===== config.mk =====
export PLATFORM = sky130hd
export DESIGN_NAME = nest_irq_ctrl
export DESIGN_NICKNAME = d
export VERILOG_FILES = /design/src/rtl/nest_irq_pkg.sv /design/src/rtl/nest_irq_arbiter.sv /design/src/rtl/nest_irq_stack.sv /design/src/rtl/nest_irq_fast.sv /design/src/rtl/nest_irq_ctrl.sv
export SDC_FILE = /design/constraint.sdc
export NUM_CORES = 2
export LEC_CHECK = 0
export ABC_CLOCK_PERIOD_IN_PS = 49200
export BUFFER_PORTS_ARGS = -buffer_cell sky130_fd_sc_hd__buf_2
export CORE_ASPECT_RATIO = 2
export CORE_MARGIN = 4
export CORE_UTILIZATION = 40
export CTS_CLUSTER_DIAMETER = 80
export CTS_CLUSTER_SIZE = 12
export DETAILED_ROUTE_END_ITERATION = 7
export PLACE_DENSITY = 0.62
export SETUP_SLACK_MARGIN = 0.4
export SLEW_MARGIN = 15
export SYNTH_ARGS = -nofsm -noshare
export SYNTH_HDL_FRONTEND = slang
export SYNTH_SLANG_ARGS = --single-unit
export TNS_END_PERCENT = 10

===== constraint.sdc =====
create_clock -name clk -period 49.2 [get_ports clk]
set_input_delay 2.46 -clock clk [delete_from_list [all_inputs] [get_ports clk]]
set_output_delay 2.46 -clock clk [all_outputs]
set_load 0.1 [all_outputs]

===== src/rtl/nest_irq_pkg.sv =====
package nest_irq_pkg;

    localparam int ADDR_W = 6;

    localparam logic [ADDR_W-1:0] A_CTRL = 6'h00;
    localparam logic [ADDR_W-1:0] A_CUR  = 6'h01;
    localparam logic [ADDR_W-1:0] A_VEC  = 6'h02;
    localparam logic [ADDR_W-1:0] A_EN   = 6'h03;
    localparam logic [ADDR_W-1:0] A_PEND = 6'h04;
    localparam logic [ADDR_W-1:0] A_FAST = 6'h05;

    typedef enum logic [1:0] {
        STK_EMPTY,
        STK_NESTED,
        STK_FULL
    } stk_state_t;

endpackage


===== src/rtl/nest_irq_arbiter.sv =====
module nest_irq_arbiter #(
    parameter int NUM_CH = 32,
    parameter int PRIO_W = 4,
    localparam int ID_W  = (NUM_CH > 1) ? $clog2(NUM_CH) : 1
) (
    input  logic [NUM_CH-1:0]        elig,
    input  logic [NUM_CH*PRIO_W-1:0] prio_flat,
    output logic                     win_valid,
    output logic [ID_W-1:0]          win_id,
    output logic [PRIO_W-1:0]        win_pri
);

    // Strict "greater than" keeps the first (lowest) channel on ties,
    // and a zero priority can never replace the zero starting value.
    always_comb begin
        win_valid = 1'b0;
        win_id    = '0;
        win_pri   = '0;
        for (int i = 0; i < NUM_CH; i++) begin
            if (elig[i] && (prio_flat[i*PRIO_W +: PRIO_W] > win_pri)) begin
                win_valid = 1'b1;
                win_id    = ID_W'(i);
                win_pri   = prio_flat[i*PRIO_W +: PRIO_W];
            end
        end
    end

endmodule


===== src/rtl/nest_irq_stack.sv =====
module nest_irq_stack
    import nest_irq_pkg::*;
#(
    parameter int PRIO_W  = 4,
    parameter int LEVELS  = 16,
    localparam int SAVE    = LEVELS - 1,
    localparam int DEPTH_W = $clog2(LEVELS)
) (
    input  logic               clk,
    input  logic               rst_n,
    input  logic               push,
    input  logic               pop,
    input  logic [PRIO_W-1:0]  push_pri,
    output logic [PRIO_W-1:0]  cur_pri,
    output logic [DEPTH_W-1:0] depth
);

    stk_state_t state, state_nxt;
    logic [PRIO_W-1:0] saved [0:SAVE-1];
    logic push_ok;
    logic pop_live;

    assign push_ok  = push && (state != STK_FULL);
    assign pop_live = pop && !push_ok;

    // state register
    always_ff @(posedge clk) begin
        if (!rst_n) state <= STK_EMPTY;
        else        state <= state_nxt;
    end

    // next state
    always_comb begin
        state_nxt = state;
        unique case (state)
            STK_EMPTY: begin
                if (push_ok) state_nxt = (SAVE == 1) ? STK_FULL : STK_NESTED;
            end
            STK_NESTED: begin
                if (push_ok && depth == DEPTH_W'(SAVE - 1))
                    state_nxt = STK_FULL;
                else if (pop_live && depth == DEPTH_W'(1))
                    state_nxt = STK_EMPTY;
            end
            STK_FULL: begin
                if (pop_live) state_nxt = (SAVE == 1) ? STK_EMPTY : STK_NESTED;
            end
            default: state_nxt = STK_EMPTY;
        endcase
    end

    // datapath driven by the state
    always_ff @(posedge clk) begin
        if (!rst_n) begin
            cur_pri <= '0;
            depth   <= '0;
            for (int i = 0; i < SAVE; i++) saved[i] <= '0;
        end else if (push_ok) begin
            saved[depth] <= cur_pri;
            cur_pri      <= push_pri;
            depth        <= depth + DEPTH_W'(1);
        end else if (pop_live) begin
            if (state == STK_EMPTY) begin
                cur_pri <= '0;
            end else begin
                cur_pri <= saved[depth - DEPTH_W'(1)];
                depth   <= depth - DEPTH_W'(1);
            end
        end
    end

    assert_push_raises_R6: assert property (@(posedge clk) disable iff (!rst_n)
        push_ok |=> (cur_pri > $past(cur_pri)));

    assert_pop_unwinds_R8: assert property (@(posedge clk) disable iff (!rst_n)
        (pop_live && depth != '0) |=> (depth == $past(depth) - DEPTH_W'(1)));

    assert_empty_state_R7: assert property (@(posedge clk) disable iff (!rst_n)
        (state == STK_EMPTY) == (depth == '0));

endmodule


===== src/rtl/nest_irq_fast.sv =====
module nest_irq_fast #(
    parameter int NUM_FAST = 2
) (
    input  logic                clk,
    input  logic                rst_n,
    input  logic [NUM_FAST-1:0] lines,
    input  logic                cfg_wr,
    input  logic [NUM_FAST-1:0] cfg_en,
    input  logic [NUM_FAST-1:0] cfg_clr,
    input  logic                gen,
    output logic [NUM_FAST-1:0] en,
    output logic [NUM_FAST-1:0] pend,
    output logic                fiq
);

    logic [NUM_FAST-1:0] clr_mask;

    assign clr_mask = cfg_wr ? cfg_clr : '0;

    always_ff @(posedge clk) begin
        if (!rst_n) begin
            en   <= '0;
            pend <= '0;
        end else begin
            if (cfg_wr) en <= cfg_en;
            pend <= (pend & ~clr_mask) | lines;
        end
    end

    assign fiq = gen && |(en & pend);

    assert_fiq_cause_R9: assert property (@(posedge clk) disable iff (!rst_n)
        fiq |-> (|(pend & en)));

endmodule


===== src/rtl/nest_irq_ctrl.sv =====
module nest_irq_ctrl
    import nest_irq_pkg::*;
#(
    parameter int NUM_CH   = 32,
    parameter int PRIO_W   = 4,
    parameter int LEVELS   = 16,
    parameter int NUM_FAST = 2
) (
    input  logic                clk,
    input  logic                rst_n,
    input  logic [31:0]         irq_lines,
    input  logic [1:0]          fast_lines,
    input  logic [5:0]          bus_addr,
    input  logic                bus_wr,
    input  logic                bus_rd,
    input  logic [31:0]         bus_wdata,
    output logic [31:0]         bus_rdata,
    output logic                irq_o,
    output logic                fiq_o
);

    localparam int ID_W    = (NUM_CH > 1) ? $clog2(NUM_CH) : 1;
    localparam int DEPTH_W = $clog2(LEVELS);
    localparam int PAD_W   = 16 - PRIO_W;

    logic                     g_irq_en, g_fiq_en;
    logic [15:0]              vec_base;
    logic [NUM_CH-1:0]        ier, ipr;
    logic [PRIO_W-1:0]        ch_pri [NUM_CH];
    logic [15:0]              ch_vec [NUM_CH];
    logic [NUM_CH*PRIO_W-1:0] prio_flat;

    logic                     win_valid;
    logic [ID_W-1:0]          win_id;
    logic [PRIO_W-1:0]        win_pri;
    logic [PRIO_W-1:0]        cur_pri;
    logic [DEPTH_W-1:0]       depth;
    logic                     above;
    logic                     push, pop;
    logic [NUM_CH-1:0]        pend_clr;
    logic [NUM_FAST-1:0]      f_en, f_pend;
    logic                     f_fiq;

    logic wr_ctrl, wr_vec, wr_en, wr_pend, wr_fast, rd_vec;
    logic [31:0] vec_word;

    assign wr_ctrl = bus_wr && bus_addr == A_CTRL;
    assign wr_vec  = bus_wr && bus_addr == A_VEC;
    assign wr_en   = bus_wr && bus_addr == A_EN;
    assign wr_pend = bus_wr && bus_addr == A_PEND;
    assign wr_fast = bus_wr && bus_addr == A_FAST;
    assign rd_vec  = bus_rd && !bus_wr && bus_addr == A_VEC;

    // global control, base and enables
    always_ff @(posedge clk) begin
        if (!rst_n) begin
            g_irq_en <= 1'b0;
            g_fiq_en <= 1'b0;
            vec_base <= '0;
            ier      <= '0;
        end else begin
            if (wr_ctrl) begin
                g_irq_en <= bus_wdata[0];
                g_fiq_en <= bus_wdata[1];
            end
            if (wr_vec) vec_base <= bus_wdata[31:16];
            if (wr_en)  ier      <= bus_wdata[NUM_CH-1:0];
        end
    end

    // pending: line sets, write-one clears, set wins
    assign pend_clr = wr_pend ? bus_wdata[NUM_CH-1:0] : '0;

    always_ff @(posedge clk) begin
        if (!rst_n) ipr <= '0;
        else        ipr <= (ipr & ~pend_clr) | irq_lines[NUM_CH-1:0];
    end

    // per-channel configuration
    for (genvar g = 0; g < NUM_CH; g++) begin : g_chan
        logic sel;
        assign sel = bus_wr && bus_addr[5] && (bus_addr[4:0] == 5'(g));
        always_ff @(posedge clk) begin
            if (!rst_n) begin
                ch_pri[g] <= '0;
                ch_vec[g] <= '0;
            end else if (sel) begin
                ch_pri[g] <= bus_wdata[PRIO_W-1:0];
                ch_vec[g] <= bus_wdata[31:16];
            end
        end
        assign prio_flat[g*PRIO_W +: PRIO_W] = ch_pri[g];
    end

    nest_irq_arbiter #(
        .NUM_CH (NUM_CH),
        .PRIO_W (PRIO_W)
    ) u_arb (
        .elig      (ier & ipr),
        .prio_flat (prio_flat),
        .win_valid (win_valid),
        .win_id    (win_id),
        .win_pri   (win_pri)
    );

    assign above = win_valid && (win_pri > cur_pri);
    assign push  = rd_vec && above;
    assign pop   = wr_pend && |bus_wdata[NUM_CH-1:0];

    nest_irq_stack #(
        .PRIO_W (PRIO_W),
        .LEVELS (LEVELS)
    ) u_stk (
        .clk      (clk),
        .rst_n    (rst_n),
        .push     (push),
        .pop      (pop),
        .push_pri (win_pri),
        .cur_pri  (cur_pri),
        .depth    (depth)
    );

    nest_irq_fast #(
        .NUM_FAST (NUM_FAST)
    ) u_fast (
        .clk     (clk),
        .rst_n   (rst_n),
        .lines   (fast_lines[NUM_FAST-1:0]),
        .cfg_wr  (wr_fast),
        .cfg_en  (bus_wdata[NUM_FAST-1:0]),
        .cfg_clr (bus_wdata[2*NUM_FAST-1:NUM_FAST]),
        .gen     (g_fiq_en),
        .en      (f_en),
        .pend    (f_pend),
        .fiq     (f_fiq)
    );

    assign irq_o = g_irq_en && above;
    assign fiq_o = f_fiq;

    assign vec_word = above ? {vec_base, ch_vec[win_id]} : {vec_base, 16'h0000};

    // read mux
    always_comb begin
        bus_rdata = '0;
        if (bus_addr[5]) begin
            if (32'(bus_addr[4:0]) < NUM_CH)
                bus_rdata = {ch_vec[bus_addr[ID_W-1:0]], {PAD_W{1'b0}},
                             ch_pri[bus_addr[ID_W-1:0]]};
        end else begin
            case (bus_addr)
                A_CTRL:  bus_rdata = {30'd0, g_fiq_en, g_irq_en};
                A_CUR:   bus_rdata = {{(32-PRIO_W){1'b0}}, cur_pri};
                A_VEC:   bus_rdata = vec_word;
                A_EN:    bus_rdata = 32'(ier);
                A_PEND:  bus_rdata = 32'(ipr);
                A_FAST:  bus_rdata = 32'({f_pend, f_en});
                default: bus_rdata = '0;
            endcase
        end
    end

    logic unused_bits;
    assign unused_bits = ^{bus_wdata, irq_lines, fast_lines, depth};

    assert_pend_sticky_R2: assert property (@(posedge clk) disable iff (!rst_n)
        !wr_pend |=> ((ipr & $past(ipr)) == $past(ipr)));

    assert_push_loads_winner_R6: assert property (@(posedge clk) disable iff (!rst_n)
        push |=> (cur_pri == $past(win_pri)));

endmodule


==> impl_metrics.yaml <==
power:
  swShare: 0.280
  comb_power_share: 0.142
  clockPowerShare: 0.357
  pwr-share-seq: 0.501
  power_w: 0.00159
  leakage_nw: 21.0
  intPower_w: 0.00115
  peakVddDrop_uv: 19.8
  powerDensity_nw_per_um2: 27.3
  switchingPower_w: 0.000447
route:
  drt_pass1_iterations: 8
  drtAntennaViolNets: 0
  routed_wl_mm: 204
  drcViolationCount: 1
  vias: 39200
  wl_per_cell_microns: 32.6
  viasPerCell: 6.29
  drtIter0Drc: 4363
timing:
  slew_headroom: 0.159
  setup_ws_ns: -1.06
  fin_crit_sh: 1.02
  skew_ns: 0.0341
  drv_slew: 0
  rsz0062_at_grt: "yes"
  fmax_mhz: 19.9
  layout_min_cycle_time_ns: 50.26
  hold_viol: 0
  worst_pin_slew_ns: 1.26
  finalSetupViolCount: 17
global_route:
  grt_pass1_vias: 39500
  grt_pass1_wl_mm: 283
  grt_usage: 0.313
  grt.overflow.total: 0
  grt_max_degree: 152
  antenna_found_initial: 16
worst_setup_path:
  start_kind: "flip-flop"
  crit_fanout: 7
  slowest_stage: "o211ai_1"
  required_ns: 46.74
  critPathArrivalTime_ns: 47.80
  crit_path_frequent_cell: "buf_4"
  cpPeakStageDelay_ns: 0.57
  cp-end-kind: "output port"
  crit_type: "flip-flop to output port"
layout:
  area_growth_pct: 20.2
  final.fill_count: 10600
  mostFrequentLayoutCell: "edfxtp_1"
  most-common-layout-cells: "edfxtp_1, and2_1, nand2_1"
  final_nets: 4802
  stdcell_count: 6238
  drive_gt1_frac: 0.295
  finalInstanceArea_sq_um: 58400
cts:
  cts_tree: "yes"
  cts_buffer_depth: 3
  root_buffer: "clkbuf_16"
  htreeDepth: 3
  path_clk_slew_ns: 0.06
  cts_buffers: 77
  clk_latency_ns: 0.71
  cts.sinks: 800
yosys:
  synth_nets: 4528
  synthFlopType: "edfxtp_1"
  syn_area_per_cell_sq_um: 11.1
  synth.cell_area_sq_um: 48600
  ys_seq_area_frac: 0.475
  synth_cell_types: 121
  synth-edff-count: 704
  ys_async_sr_fraction: 0
  syn_inst: 4359
  yosys_warnings: 0
  ys_seq_elements: 800
status:
  violations: "design-rule violations, negative setup slack"
  status: "finished with violations"
placed_design:
  place_inst: 5911
  dpl-instance-area_sq_um: 53200
  dp_slack_ns: -1.32
  portBuffers: 109
  place.gp.congestion: 0.989
  hpwlAfterDp_mm: 141
die:
  core.rowCount: 180
  ios: 110
  dieArea_sq_um: 127000
  core-area_sq_um: 120000
  start_util: 0.403
  die_y_microns: 501
  fp.dieW_microns: 254
flow_run:
  cap_viol_max_count: 0
worst_hold_path:
  hold_path_class: "flip-flop to flip-flop"
-- repair_timing --
| action | 4_1_cts | 5_1_grt |
|---|---|---|
| setup buffers | 138 | 51 |
| hold endpoints to repair | 0 | 0 |
| gates cloned | 1 | 0 |
| setup endpoints to repair | 17 | 151 |
| hold buffers | 0 | 0 |
| resized for setup | 142 | 165 |
| pin swaps | 138 | 136 |
-- cells in the mapped netlist, types with 15 or more instances --
master,number,area [sq um]
clkbuf_1,263,987
o221ai_1,70,613
buf_1,32,120
o22ai_1,19,119
nand3_1,76,380
a21oi_1,194,971
mux4_2,216,4860
a21o_1,22,165
a22oi_1,21,158
nand2_1,429,1610
nor2b_1,67,419
mux2_2,62,698
nor3_1,46,230
a21boi_0,57,428
a31oi_1,21,131
nor2_1,196,736
mux2i_1,173,1730
a222oi_1,29,290
edfxtp_1,704,21100
xnor2_1,21,184
nand4_1,25,156
nor4_1,15,93.8
and2_1,666,4170
and3_1,34,213
buf_2,35,175
dfxtp_1,96,1920
a211oi_1,24,180
o21ai_0,132,661
o21ai_1,36,180
o21a_1,32,240
inv_1,143,537
ha_1,93,1160
-- sequential cells by signal (all words and copies together) (netlist names) --
signal         count
u_stk.state        2
ch_vec           512
ipr               32
g_fiq_en           1
ch_pri           128
u_fast.pend        2
u_stk.cur_pri      4
g_irq_en           1
ier               32
u_stk.depth        4
vec_base          16
u_stk.saved       64
u_fast.en          2
-- power groups by stage --
stage | combinational, W | clock [W] | sequential, W
floorplan | 0.000128 | 0 | 0.000799
global placement | 0.000209 | 0 | 0.000810
detailed placement | 0.000209 | 0 | 0.000811
CTS | 0.000215 | 0.000573 | 0.000797
global route | 0.000233 | 0.000596 | 0.000801
finish | 0.000226 | 0.000569 | 0.000799
-- layer usage --
metal  track usage  wire (microns)  vias to the layer above  share of wire
met4         0.284           24500                        2           0.12
met5             0               7                        -       0.000034
met1         0.320           63100                    19500           0.31
met3        0.0527           15400                      786          0.075
li1              -               -                    16700              -
met2         0.539          101000                     2197           0.49
-- worst paths after layout --
path | startpoint | to | slack, ns | cells after the start
worst min register to register | vec_base[8] | vec_base[8] | 0.47 | 2
worst max register to register | ch_pri[0][0] | u_stk.saved[6][2] | 1.89 | 272
worst min-delay path | vec_base[8] | vec_base[8] | 0.47 | 2
worst max-delay path | ch_pri[0][0] | bus_rdata[2] | -1.06 | 272
-- logic make-up after synthesis --
logic type      count (synthesis)  share of synthesized area
mux                           459                      0.153
simple gates                 1620                      0.175
compound gates                854                      0.126
xor+xnor                       33                    0.00610
fa+ha+maj                      98                     0.0250
buf+inv                       495                     0.0409
flops                         800                      0.475
-- stage by stage --
step | hold WS, ns | setup TNS (ns) | util
2_1_floorplan | 0.443 | 0 | -
3_3_place_gp | 0.451 | -11.18 | 0.442
3_5_place_dp | 0.460 | -18.29 | 0.442
4_1_cts | 0.468 | -1.03 | 0.474
5_1_grt | 0.492 | -48.03 | 0.485
6_report | 0.469 | -14.46 | 0.485
-- critical path: cells and delay by family (launching register included) --
kind | cells | cell delay (ns)
adders and majority gates | 31 | 7.24
AOI/OAI and AO/OA | 100 | 18.28
muxes | 23 | 6.84
buffers and inverters | 67 | 7.41
DFF | 1 | 0.41
and+or+nand+nor | 51 | 6.83
-- cell type report --
type,count,area (sq um),share of cell area
antenna,25,62.6,0.00107
clock buffer,105,2080,0.0357
clock inverter,7,111,0.00191
inverter,147,564,0.00966
multi-input combinational,3064,26200,0.449
sequential,800,23100,0.395
tap,1547,1940,0.0331
timing repair buffer,543,4350,0.0745
(Power assumes the default switching activity.)
